$ cat src/rtl/spi_port_pkg.sv
package spi_port_pkg;

    localparam int unsigned REG_W = 8;

    typedef enum logic [1:0] {
        A_CTRL = 2'd0,
        A_STAT = 2'd1,
        A_DATA = 2'd2,
        A_NONE = 2'd3
    } reg_addr_e;

    typedef struct packed {
        logic [2:0] spare;
        logic       irq;
        logic       ovf;
        logic       cpol;
        logic       master;
        logic       en;
    } ctrl_t;

    typedef struct packed {
        logic smp;
        logic cke;
    } cfg_t;

    // SCK is in its active state during the first half of a bit when cke=0,
    // and during the second half when cke=1.
    function automatic logic sck_active(input logic first_half, input logic cke);
        return cke ? !first_half : first_half;
    endfunction

endpackage

$ cat src/rtl/spi_port_regs.sv
module spi_port_regs
    import spi_port_pkg::*;
(
    input  logic             clk,
    input  logic             rst,
    input  logic [1:0]       addr,
    input  logic             wr,
    input  logic             rd,
    input  logic [REG_W-1:0] wdata,
    output logic [REG_W-1:0] rdata,
    input  logic             busy,
    input  logic             rx_done,
    input  logic [REG_W-1:0] rx_byte,
    output ctrl_t            ctrl,
    output cfg_t             cfg,
    output logic             bf,
    output logic [REG_W-1:0] dbuf,
    output logic             tx_load
);

    reg_addr_e sel;
    logic      wr_ctrl, wr_stat, wr_data, rd_data;

    assign sel     = reg_addr_e'(addr);
    assign wr_ctrl = wr && (sel == A_CTRL);
    assign wr_stat = wr && (sel == A_STAT);
    assign wr_data = wr && (sel == A_DATA) && !busy;
    assign rd_data = rd && (sel == A_DATA);
    assign tx_load = wr_data;

    always_ff @(posedge clk) begin
        if (rst) begin
            ctrl <= '0;
            cfg  <= '0;
            bf   <= 1'b0;
            dbuf <= '0;
        end else begin
            if (wr_ctrl) ctrl <= ctrl_t'(wdata);
            if (wr_stat) cfg  <= cfg_t'(wdata[REG_W-1:REG_W-2]);
            if (wr_data) dbuf <= wdata;
            if (rd_data) bf   <= 1'b0;
            // a completing byte takes precedence over a CPU write in the same clock
            if (rx_done) begin
                ctrl.irq <= 1'b1;
                if (bf) begin
                    ctrl.ovf <= 1'b1;
                end else begin
                    dbuf <= rx_byte;
                    bf   <= 1'b1;
                end
            end
        end
    end

    always_comb begin
        case (sel)
            A_CTRL:  rdata = ctrl;
            A_STAT:  rdata = {cfg, {(REG_W-3){1'b0}}, bf};
            A_DATA:  rdata = dbuf;
            default: rdata = '0;
        endcase
    end

endmodule

$ cat src/rtl/spi_port_clkgen.sv
module spi_port_clkgen
    import spi_port_pkg::*;
#(
    parameter int unsigned DIV    = 4,
    parameter int unsigned DATA_W = 8
) (
    input  logic clk,
    input  logic rst,
    input  logic run,
    input  logic start,
    input  logic cke,
    input  logic cpol,
    output logic sck_o,
    output logic busy,
    output logic mid_stb,
    output logic end_stb,
    output logic last_bit
);

    localparam int unsigned PW   = (DIV > 2) ? $clog2(DIV) : 1;
    localparam int unsigned BW   = $clog2(DATA_W);
    localparam int unsigned HALF = DIV / 2;

    logic [PW-1:0] ph_q;
    logic [BW-1:0] bit_q;
    logic          busy_q;
    logic          ph_wrap;

    assign ph_wrap = (ph_q == PW'(DIV - 1));

    always_ff @(posedge clk) begin
        if (rst || !run) begin
            busy_q <= 1'b0;
            ph_q   <= '0;
            bit_q  <= '0;
        end else if (!busy_q) begin
            if (start) begin
                busy_q <= 1'b1;
                ph_q   <= '0;
                bit_q  <= '0;
            end
        end else if (ph_wrap) begin
            ph_q <= '0;
            if (bit_q == BW'(DATA_W - 1)) begin
                busy_q <= 1'b0;
                bit_q  <= '0;
            end else begin
                bit_q <= bit_q + 1'b1;
            end
        end else begin
            ph_q <= ph_q + 1'b1;
        end
    end

    assign busy     = busy_q;
    assign sck_o    = cpol ^ (busy_q && sck_active(ph_q < PW'(HALF), cke));
    assign mid_stb  = busy_q && (ph_q == PW'(HALF - 1));
    assign end_stb  = busy_q && ph_wrap;
    assign last_bit = (bit_q == BW'(DATA_W - 1));

endmodule

$ cat src/rtl/spi_port_shifter.sv
module spi_port_shifter
    import spi_port_pkg::*;
#(
    parameter int unsigned DATA_W = 8,
    parameter int unsigned SYNC   = 2
) (
    input  logic              clk,
    input  logic              rst,
    input  logic              en,
    input  logic              master,
    input  logic              cpol,
    input  logic              cke,
    input  logic              smp,
    input  logic              load,
    input  logic [DATA_W-1:0] load_byte,
    input  logic              mid_stb,
    input  logic              end_stb,
    input  logic              last_bit,
    input  logic              sck_i,
    input  logic              sdi,
    output logic              sdo,
    output logic              rx_done,
    output logic [DATA_W-1:0] rx_byte
);

    localparam int unsigned BW = $clog2(DATA_W);

    logic [SYNC-1:0]   sck_sync, sdi_sync;
    logic              sck_s, sdi_s, sck_prev;
    logic [DATA_W-1:0] sh_q;
    logic              samp_q, pend_q;
    logic [BW-1:0]     cnt_q;
    logic              slave_on, master_on, chg, to_active, to_idle;
    logic              s_samp, s_launch, s_last, in_bit;

    always_ff @(posedge clk) begin
        if (rst) begin
            sck_sync <= '0;
            sdi_sync <= '0;
        end else begin
            sck_sync <= {sck_sync[SYNC-2:0], sck_i};
            sdi_sync <= {sdi_sync[SYNC-2:0], sdi};
        end
    end

    assign sck_s     = sck_sync[SYNC-1];
    assign sdi_s     = sdi_sync[SYNC-1];
    assign slave_on  = en && !master;
    assign master_on = en && master;
    assign chg       = sck_s ^ sck_prev;
    assign to_active = chg && (sck_s != cpol);
    assign to_idle   = chg && (sck_s == cpol);
    assign s_samp    = slave_on && (cke ? to_active : to_idle);
    assign s_launch  = slave_on && (cke ? to_idle : to_active);
    assign s_last    = (cnt_q == BW'(DATA_W - 1));
    // master: end-of-bit capture takes sdi live, mid-bit uses the held sample
    assign in_bit    = master ? (smp ? sdi : samp_q) : sdi_s;
    assign rx_byte   = {sh_q[DATA_W-2:0], in_bit};
    assign rx_done   = (master_on && end_stb && last_bit) || (s_samp && s_last);
    assign sdo       = sh_q[DATA_W-1];

    always_ff @(posedge clk) begin
        if (rst) begin
            sck_prev <= 1'b0;
            sh_q     <= '0;
            samp_q   <= 1'b0;
            pend_q   <= 1'b0;
            cnt_q    <= '0;
        end else begin
            sck_prev <= sck_s;
            if (load) begin
                sh_q   <= load_byte;
                cnt_q  <= '0;
                pend_q <= 1'b0;
            end else if (!en) begin
                cnt_q  <= '0;
                pend_q <= 1'b0;
            end else if (master) begin
                if (mid_stb) samp_q <= sdi;
                if (end_stb) sh_q   <= rx_byte;
            end else if (s_samp) begin
                samp_q <= sdi_s;
                if (s_last) begin
                    sh_q   <= rx_byte;
                    cnt_q  <= '0;
                    pend_q <= 1'b0;
                end else begin
                    cnt_q  <= cnt_q + 1'b1;
                    pend_q <= 1'b1;
                end
            end else if (s_launch && pend_q) begin
                sh_q   <= {sh_q[DATA_W-2:0], samp_q};
                pend_q <= 1'b0;
            end
        end
    end

endmodule

$ cat src/rtl/spi_port.sv
module spi_port
    import spi_port_pkg::*;
#(
    parameter int unsigned DIV  = 4,
    parameter int unsigned SYNC = 2
) (
    input  logic             clk,
    input  logic             rst,
    input  logic [1:0]       bus_addr,
    input  logic             bus_wr,
    input  logic             bus_rd,
    input  logic [REG_W-1:0] bus_wdata,
    output logic [REG_W-1:0] bus_rdata,
    output logic             irq,
    input  logic             sck_i,
    output logic             sck_o,
    output logic             sck_oe,
    input  logic             sdi,
    output logic             sdo
);

    ctrl_t            ctrl;
    cfg_t             cfg;
    logic             bf, busy, rx_done, tx_load;
    logic             mid_stb, end_stb, last_bit;
    logic [REG_W-1:0] dbuf, rx_byte;

    spi_port_regs u_regs (
        .clk     (clk),
        .rst     (rst),
        .addr    (bus_addr),
        .wr      (bus_wr),
        .rd      (bus_rd),
        .wdata   (bus_wdata),
        .rdata   (bus_rdata),
        .busy    (busy),
        .rx_done (rx_done),
        .rx_byte (rx_byte),
        .ctrl    (ctrl),
        .cfg     (cfg),
        .bf      (bf),
        .dbuf    (dbuf),
        .tx_load (tx_load)
    );

    spi_port_clkgen #(.DIV(DIV), .DATA_W(REG_W)) u_clkgen (
        .clk      (clk),
        .rst      (rst),
        .run      (ctrl.en && ctrl.master),
        .start    (tx_load),
        .cke      (cfg.cke),
        .cpol     (ctrl.cpol),
        .sck_o    (sck_o),
        .busy     (busy),
        .mid_stb  (mid_stb),
        .end_stb  (end_stb),
        .last_bit (last_bit)
    );

    spi_port_shifter #(.DATA_W(REG_W), .SYNC(SYNC)) u_shifter (
        .clk       (clk),
        .rst       (rst),
        .en        (ctrl.en),
        .master    (ctrl.master),
        .cpol      (ctrl.cpol),
        .cke       (cfg.cke),
        .smp       (cfg.smp),
        .load      (tx_load),
        .load_byte (bus_wdata),
        .mid_stb   (mid_stb),
        .end_stb   (end_stb),
        .last_bit  (last_bit),
        .sck_i     (sck_i),
        .sdi       (sdi),
        .sdo       (sdo),
        .rx_done   (rx_done),
        .rx_byte   (rx_byte)
    );

    assign irq    = ctrl.irq;
    assign sck_oe = ctrl.en && ctrl.master;

endmodule

$ cat config.mk
export PLATFORM = sky130hd
export DESIGN_NAME = spi_port
export DESIGN_NICKNAME = d
export VERILOG_FILES = /design/src/rtl/spi_port_pkg.sv /design/src/rtl/spi_port_regs.sv /design/src/rtl/spi_port_clkgen.sv /design/src/rtl/spi_port_shifter.sv /design/src/rtl/spi_port.sv
export SDC_FILE = /design/constraint.sdc
export NUM_CORES = 1
export LEC_CHECK = 0
export ABC_AREA = 1
export BUFFER_PORTS_ARGS = -buffer_cell sky130_fd_sc_hd__buf_2
export CORE_MARGIN = 2
export CORE_UTILIZATION = 50
export CTS_CLUSTER_DIAMETER = 200
export CTS_CLUSTER_SIZE = 10
export DETAILED_ROUTE_END_ITERATION = 10
export PLACE_DENSITY = 0.79
export RECOVER_POWER = 25
export SYNTH_ARGS = -nofsm -noshare
export SYNTH_HDL_FRONTEND = slang
export SYNTH_SLANG_ARGS = --single-unit
$ cat constraint.sdc
create_clock -name clk -period 1.65 [get_ports clk]
set_input_delay 0.33 -clock clk [delete_from_list [all_inputs] [get_ports clk]]
set_output_delay 0.33 -clock clk [all_outputs]
set_load 0.005 [all_outputs]
Word-level counts from Yosys, hierarchy flattened
Index checks and enable logic that the tools add are counted.
{"block": "totals", "input_bits": 16, "elab_cells": 118, "reg_bits": 43, "out_inout_bits": 12}
{"block": "op_classes", "bitwise_logic": 5, "muxes": 40, "n_lt_le_gt_ge": 1, "eq_ne": 12, "n_reduce_logical": 37, "add_sub_neg": 3}
{"cell": "2-to-1 mux 8 bit", "count": 10}
{"cell": "one-hot mux 8 bit (3 select lines)", "count": 1}
{"cell": "2-to-1 mux 1 bit", "count": 19}
{"cell": "logical AND 1 bit", "count": 18}
{"cell": "2-to-1 mux 3 bit", "count": 5}
{"cell": "nonzero test 2 bit", "count": 5}
{"cell": "2-to-1 mux 2 bit", "count": 4}
{"cell": "AND reduction 4 bit", "count": 2}
{"cell": "adder 3 x 1 -> 3 bit, second input constant", "count": 2}
{"cell": "equality test 3 bit, second input constant", "count": 2}
{"cell": "AND reduction 2 bit", "count": 3}
{"cell": "2-to-1 mux 5 bit", "count": 1}
{"cell": "equality test 2 x 1 -> 1 bit, second input constant", "count": 2}
{"cell": "equality test 2 bit, second input constant", "count": 2}
{"cell": "zero test 1 bit", "count": 4}
{"cell": "!= test 2 bit, second input constant", "count": 2}
{"cell": "!= test 4 bit, second input constant", "count": 1}
{"cell": "nonzero test 4 bit", "count": 1}
{"cell": "!= test 3 x 2 -> 1 bit, second input constant", "count": 1}
{"cell": "inverter 1 bit", "count": 3}
{"cell": "OR reduction 3 bit", "count": 1}
{"cell": "adder 2 x 1 -> 2 bit, second input constant", "count": 1}
{"cell": "zero test 2 bit", "count": 1}
{"cell": "logical OR 1 bit", "count": 2}
{"cell": "other kinds (4)", "count": 5}

Longest topological paths before layout
{"block": "depth", "depth_word": 10, "ltp_mapped": 14, "mapped_depth_nobuf": 14}

Cells and area by module
A second synthesis with hierarchy kept.
{"block": "unflattened", "cells_unflattened": 343, "area_unflattened_um2": 2352.3}
{"mod": "spi_port_shifter", "n_inst": 1, "area_per_inst_um2": 992.2, "seq_area_each_um2": 360.3, "cells_each": 148}
{"mod": "spi_port_regs", "n_inst": 1, "area_per_inst_um2": 987.2, "seq_area_each_um2": 380.4, "cells_each": 142}
{"mod": "spi_port_clkgen", "n_inst": 1, "area_per_inst_um2": 365.4, "seq_area_each_um2": 120.1, "cells_each": 51}
{"mod": "spi_port", "n_inst": 1, "area_per_inst_um2": 7.5, "seq_area_each_um2": 0.0, "cells_each": 2}

Worst setup path before layout
No wires, ideal clock.
{"block": "synth_path", "path_type": "register to register", "start": "register u_clkgen.bit_q[0]", "end": "register u_regs.dbuf[6]", "period_less_slack_ns": 1.475, "t_required_ns": 1.532, "path_buffers": 1, "path_stages_with_launch": 12, "path_slack_ns": 0.175, "arrival_ns": 1.357, "setup_ns": 0.118, "cell_sequence": "dfxtp_1 > ha_1 > ha_1 > inv_1 > nor2_1 > nand2_1 > o21ai_4 > nand2_4 > clkinv_2 > buf_6 > o21ai_1 > a21oi_2"}
{"block": "synth_via", "elab_chain_cells": 4}
{"element": "from (decl)", "line": "spi_port_clkgen.sv:25", "source": "logic [BW-1:0] bit_q;"}
{"element": "from (signal assigned)", "line": "spi_port_clkgen.sv:48", "source": "bit_q <= bit_q + 1'b1;"}
{"element": "equality test 3 bit", "line": "spi_port_clkgen.sv:59", "source": "assign last_bit = (bit_q == BW'(DATA_W - 1));"}
{"element": "logical AND 1 bit", "line": "spi_port_shifter.sv:59", "source": "assign rx_done = (master_on && end_stb && last_bit) || (s_samp && s_last);"}
{"element": "logical OR 1 bit", "line": "spi_port_shifter.sv:59"}
{"element": "2-to-1 mux 8 bit", "line": "spi_port_regs.sv:43", "source": "if (rx_done) begin"}
{"element": "to (signal assigned)", "line": "spi_port_regs.sv:40", "source": "if (wr_data) dbuf <= wdata;"}
{"element": "to (signal assigned)", "line": "spi_port_regs.sv:48", "source": "dbuf <= rx_byte;"}
{"element": "to (decl)", "line": "spi_port_regs.sv:17", "source": "output logic [REG_W-1:0] dbuf,"}
No other way between the ends.
A chain may end at the register's enable or synchronous reset.

Final worst setup path
{"block": "layout_path", "start": "register u_regs.cfg[0] (netlist name)", "end": "output port sck_o"}
{"block": "layout_via", "elab_chain_cells": 3}
{"element": "2-to-1 mux 1 bit", "line": "spi_port_pkg.sv:29", "source": "return cke ? !first_half : first_half;"}
{"element": "logical AND 1 bit", "line": "spi_port_clkgen.sv:56", "source": "assign sck_o = cpol ^ (busy_q && sck_active(ph_q < PW'(HALF), cke));"}
{"element": "XOR 1 bit", "line": "spi_port_clkgen.sv:56"}
{"element": "to (decl)", "line": "spi_port.sv:16", "source": "output logic sck_o,"}
No other way between the ends.

==> metrics.cfg <==
[global_route]
grt_usage = 0.213
grt_max_degree = 25
grt_pass1_wl_um = 8160
grt-ovfl-total = 0
antenna_found_initial = 0
grt_pass1_vias = 1851

[sta]
clock_skew_ns = 0.00306
slew_viol_final = 0
tightest_slew_ns = 0.506
maxSlewHeadroom = 0.662
max_freq_ghz = 0.624
finalSetupViolations = 0
layout_setup_ws_ns = 0.0468
hold_viol_final = 0
finalCritPeriodShare = 0.972
layout_min_cycle_time_ns = 1.60

[detailed_routing]
dr.pass1.iters = 4
post_drt_wl_per_cell_um = 12.7
wirelength_um = 5040
vias = 2075
via_per_inst = 5.23
drt-initial-drc-count = 98
ant_nets = 0
drc = 0

[clock_network]
root_buffer = clkbuf_8
cts_made_buffers = 5
clk_path_buf_depth = 2
clock_sinks = 43
clock_latency_ns = 0.30
holdBufCountCts = 0
tritoncts = done
clk_pin_slew_worst_paths_ns = 0.07
cts_max_level = 2

[worst_setup_path]
worstSetupPathType = register to primary output
cp_slowest_cell = dfxtp_4
cp-end-kind = primary output
startpoint_type = register
cp_max_fo = 6
crit_arrival_ns = 1.27
critical_path.cell_chain = inv_2 -> a21oi_2 -> o21ai_1 -> xor2_1 -> buf_2
worstPathRequired_ns = 1.32
worst_path_largest_cell_delay_ns = 0.38

[die]
die_h_um = 69.2
core-area_um2 = 4060
io_pins = 28
start_util = 0.523
rows = 23
fp.dieW_um = 69.2
dieArea_um2 = 4780

[cells_and_area]
multi_input_area_um2 = 1040
layout_commonest_cell = nand2_1
final_cell_mix = nand2_1, inv_1, dfxtp_1
seq_area_um2 = 868
drive_gt1_frac = 0.207
nNetsFinal = 369
syn2layout_area_growth_pct = 19.7
num_antenna_cells = 0
n_fill_cell = 391

[logic_synthesis]
yosysUniqueCellTypes = 28
yosysWarningCount = 0
postSynthCellCount = 304
syn_area_um2 = 2120
syn_nets = 326
syn_area_per_cell_um2 = 6.98
seq_area_frac_synth = 0.405
ys_ff_latch = 43

[job]
drv_cap = 0

[placed_design]
gp_congestion = 0.859
dp_slack_ns = 0.0436
dp_hpwl_um = 3750
io_buffers = 27

[hold_path]
min_path_type = input port to register

[outcome]
status = finished clean

[power_and_ir_drop]
power_density_nw_per_um2 = 770
finalPower_mw = 1.96
ir_drop_uv = 466
power_leakage_nw = 1.13

==> where the power goes <==
part | switching (mW) | total, mW | internal (mW)
Combinational | 0.129 | 0.209 | 0.0799
Clock | 0.345 | 0.673 | 0.328
Sequential | 0.0141 | 1.08 | 1.06
==> worst max-delay path, delay by kind of cell, from the launching register on <==
kind	cells	cell delay, ns
AOI/OAI and AO/OA	2	0.22
xor gates and xnor gates	1	0.16
buffers and inverters	2	0.21
DFF	1	0.38
==> repair_timing <==
action                                  4_1_cts  5_1_grt
pin swaps                                     0        9
endpoints found under the setup margin        1       15
cloned                                        0        1
gates resized for setup                       4       16
buffers inserted                              0        5
hold endpoints to repair                      0        0
==> cells by family after synthesis <==
kind of cell / share of synthesized area
AO/OA/AOI/OAI: 0.220
AND/OR/NAND/NOR: 0.219
XOR/XNOR: 0.00413
flip-flops: 0.405
adder cells (fa/ha/maj): 0.0354
buffers and inverters: 0.115
==> sequential cells by signal, indices dropped and copies added (netlist names) <==
| register | cells |
|---|---|
| u_shifter.sdi_sync | 2 |
| u_regs.ctrl | 8 |
| u_shifter.cnt_q | 3 |
| u_regs.cfg | 2 |
| u_clkgen.busy | 1 |
| u_shifter.sck_prev | 1 |
| u_regs.dbuf | 8 |
| u_shifter.sck_sync | 2 |
| u_shifter.sh_q | 8 |
| u_clkgen.ph_q | 2 |
| u_regs.bf | 1 |
| u_shifter.pend_q | 1 |
| u_shifter.samp_q | 1 |
| u_clkgen.bit_q | 3 |
==> layer usage <==
layer | GRT usage | wire, µm | up-vias
met5 | 0 | 0 | -
met4 | 0.0959 | 114 | 0
met3 | 0.0482 | 193 | 10
met2 | 0.351 | 2520 | 41
met1 | 0.265 | 2210 | 963
li1 | - | - | 1061
==> cells in the mapped netlist <==
| cell | instances | area [µm²] |
|---|---|---|
| nor2_2 | 2 | 12.5 |
| buf_2 | 2 | 10.0 |
| ha_1 | 6 | 75.1 |
| nor3_1 | 1 | 5.00 |
| o21ai_0 | 36 | 180 |
| o22ai_1 | 5 | 31.3 |
| nand3_1 | 8 | 40.0 |
| o211a_1 | 1 | 10.0 |
| buf_6 | 1 | 11.3 |
| nor2_1 | 18 | 67.6 |
| xor2_1 | 1 | 8.76 |
| clkbuf_2 | 1 | 5.00 |
| inv_2 | 3 | 11.3 |
| inv_1 | 51 | 191 |
| a21oi_1 | 33 | 165 |
| a211oi_1 | 2 | 15.0 |
| clkinv_2 | 1 | 5.00 |
| nand4_1 | 2 | 12.5 |
| dfxtp_1 | 43 | 861 |
| o21ai_4 | 1 | 16.3 |
| nand3_4 | 2 | 35.0 |
| nand2_1 | 70 | 263 |
| o221ai_1 | 3 | 26.3 |
| o21ai_1 | 3 | 15.0 |
| clkbuf_1 | 3 | 11.3 |
| nand2_4 | 1 | 11.3 |
| nand2_2 | 3 | 18.8 |
| a21oi_2 | 1 | 8.76 |
==> per-stage QoR <==
step	std cells	hold WS (ns)	instance area [µm²]	utilization	setup TNS (ns)
2_1_floorplan	304	0.388	2120	-	0
3_3_place_gp	384	0.391	2370	0.584	0
3_5_place_dp	384	0.398	2370	0.584	0
4_1_cts	391	0.235	2460	0.607	0
5_1_grt	397	0.270	2540	0.627	-0.0226
6_report	397	0.237	2540	0.627	0
==> layout make-up <==
cell class | instances | share of cell area
timing repair buffer | 42 | 0.103
sequential | 43 | 0.342
multi-input combinational | 199 | 0.408
clock inverter | 1 | 0.00197
timing repair inverter | 1 | 0.00246
clock buffer | 6 | 0.0325
inverter | 55 | 0.0851
tap | 50 | 0.0246
==> worst paths after layout <==
check	to	from	slack, ns	depth (start not counted)
worst max-delay path	sck_o	u_regs.cfg[0]	0.05	5
worst min-delay path	u_shifter.sck_sync[0]	sck_i	0.24	3
worst max register to register	u_regs.dbuf[3]	u_shifter.sck_sync[1]	0.08	11
worst min register to register	u_shifter.sck_sync[1]	u_shifter.sck_sync[0]	0.40	2
Power figures use the tool's default switching activity.
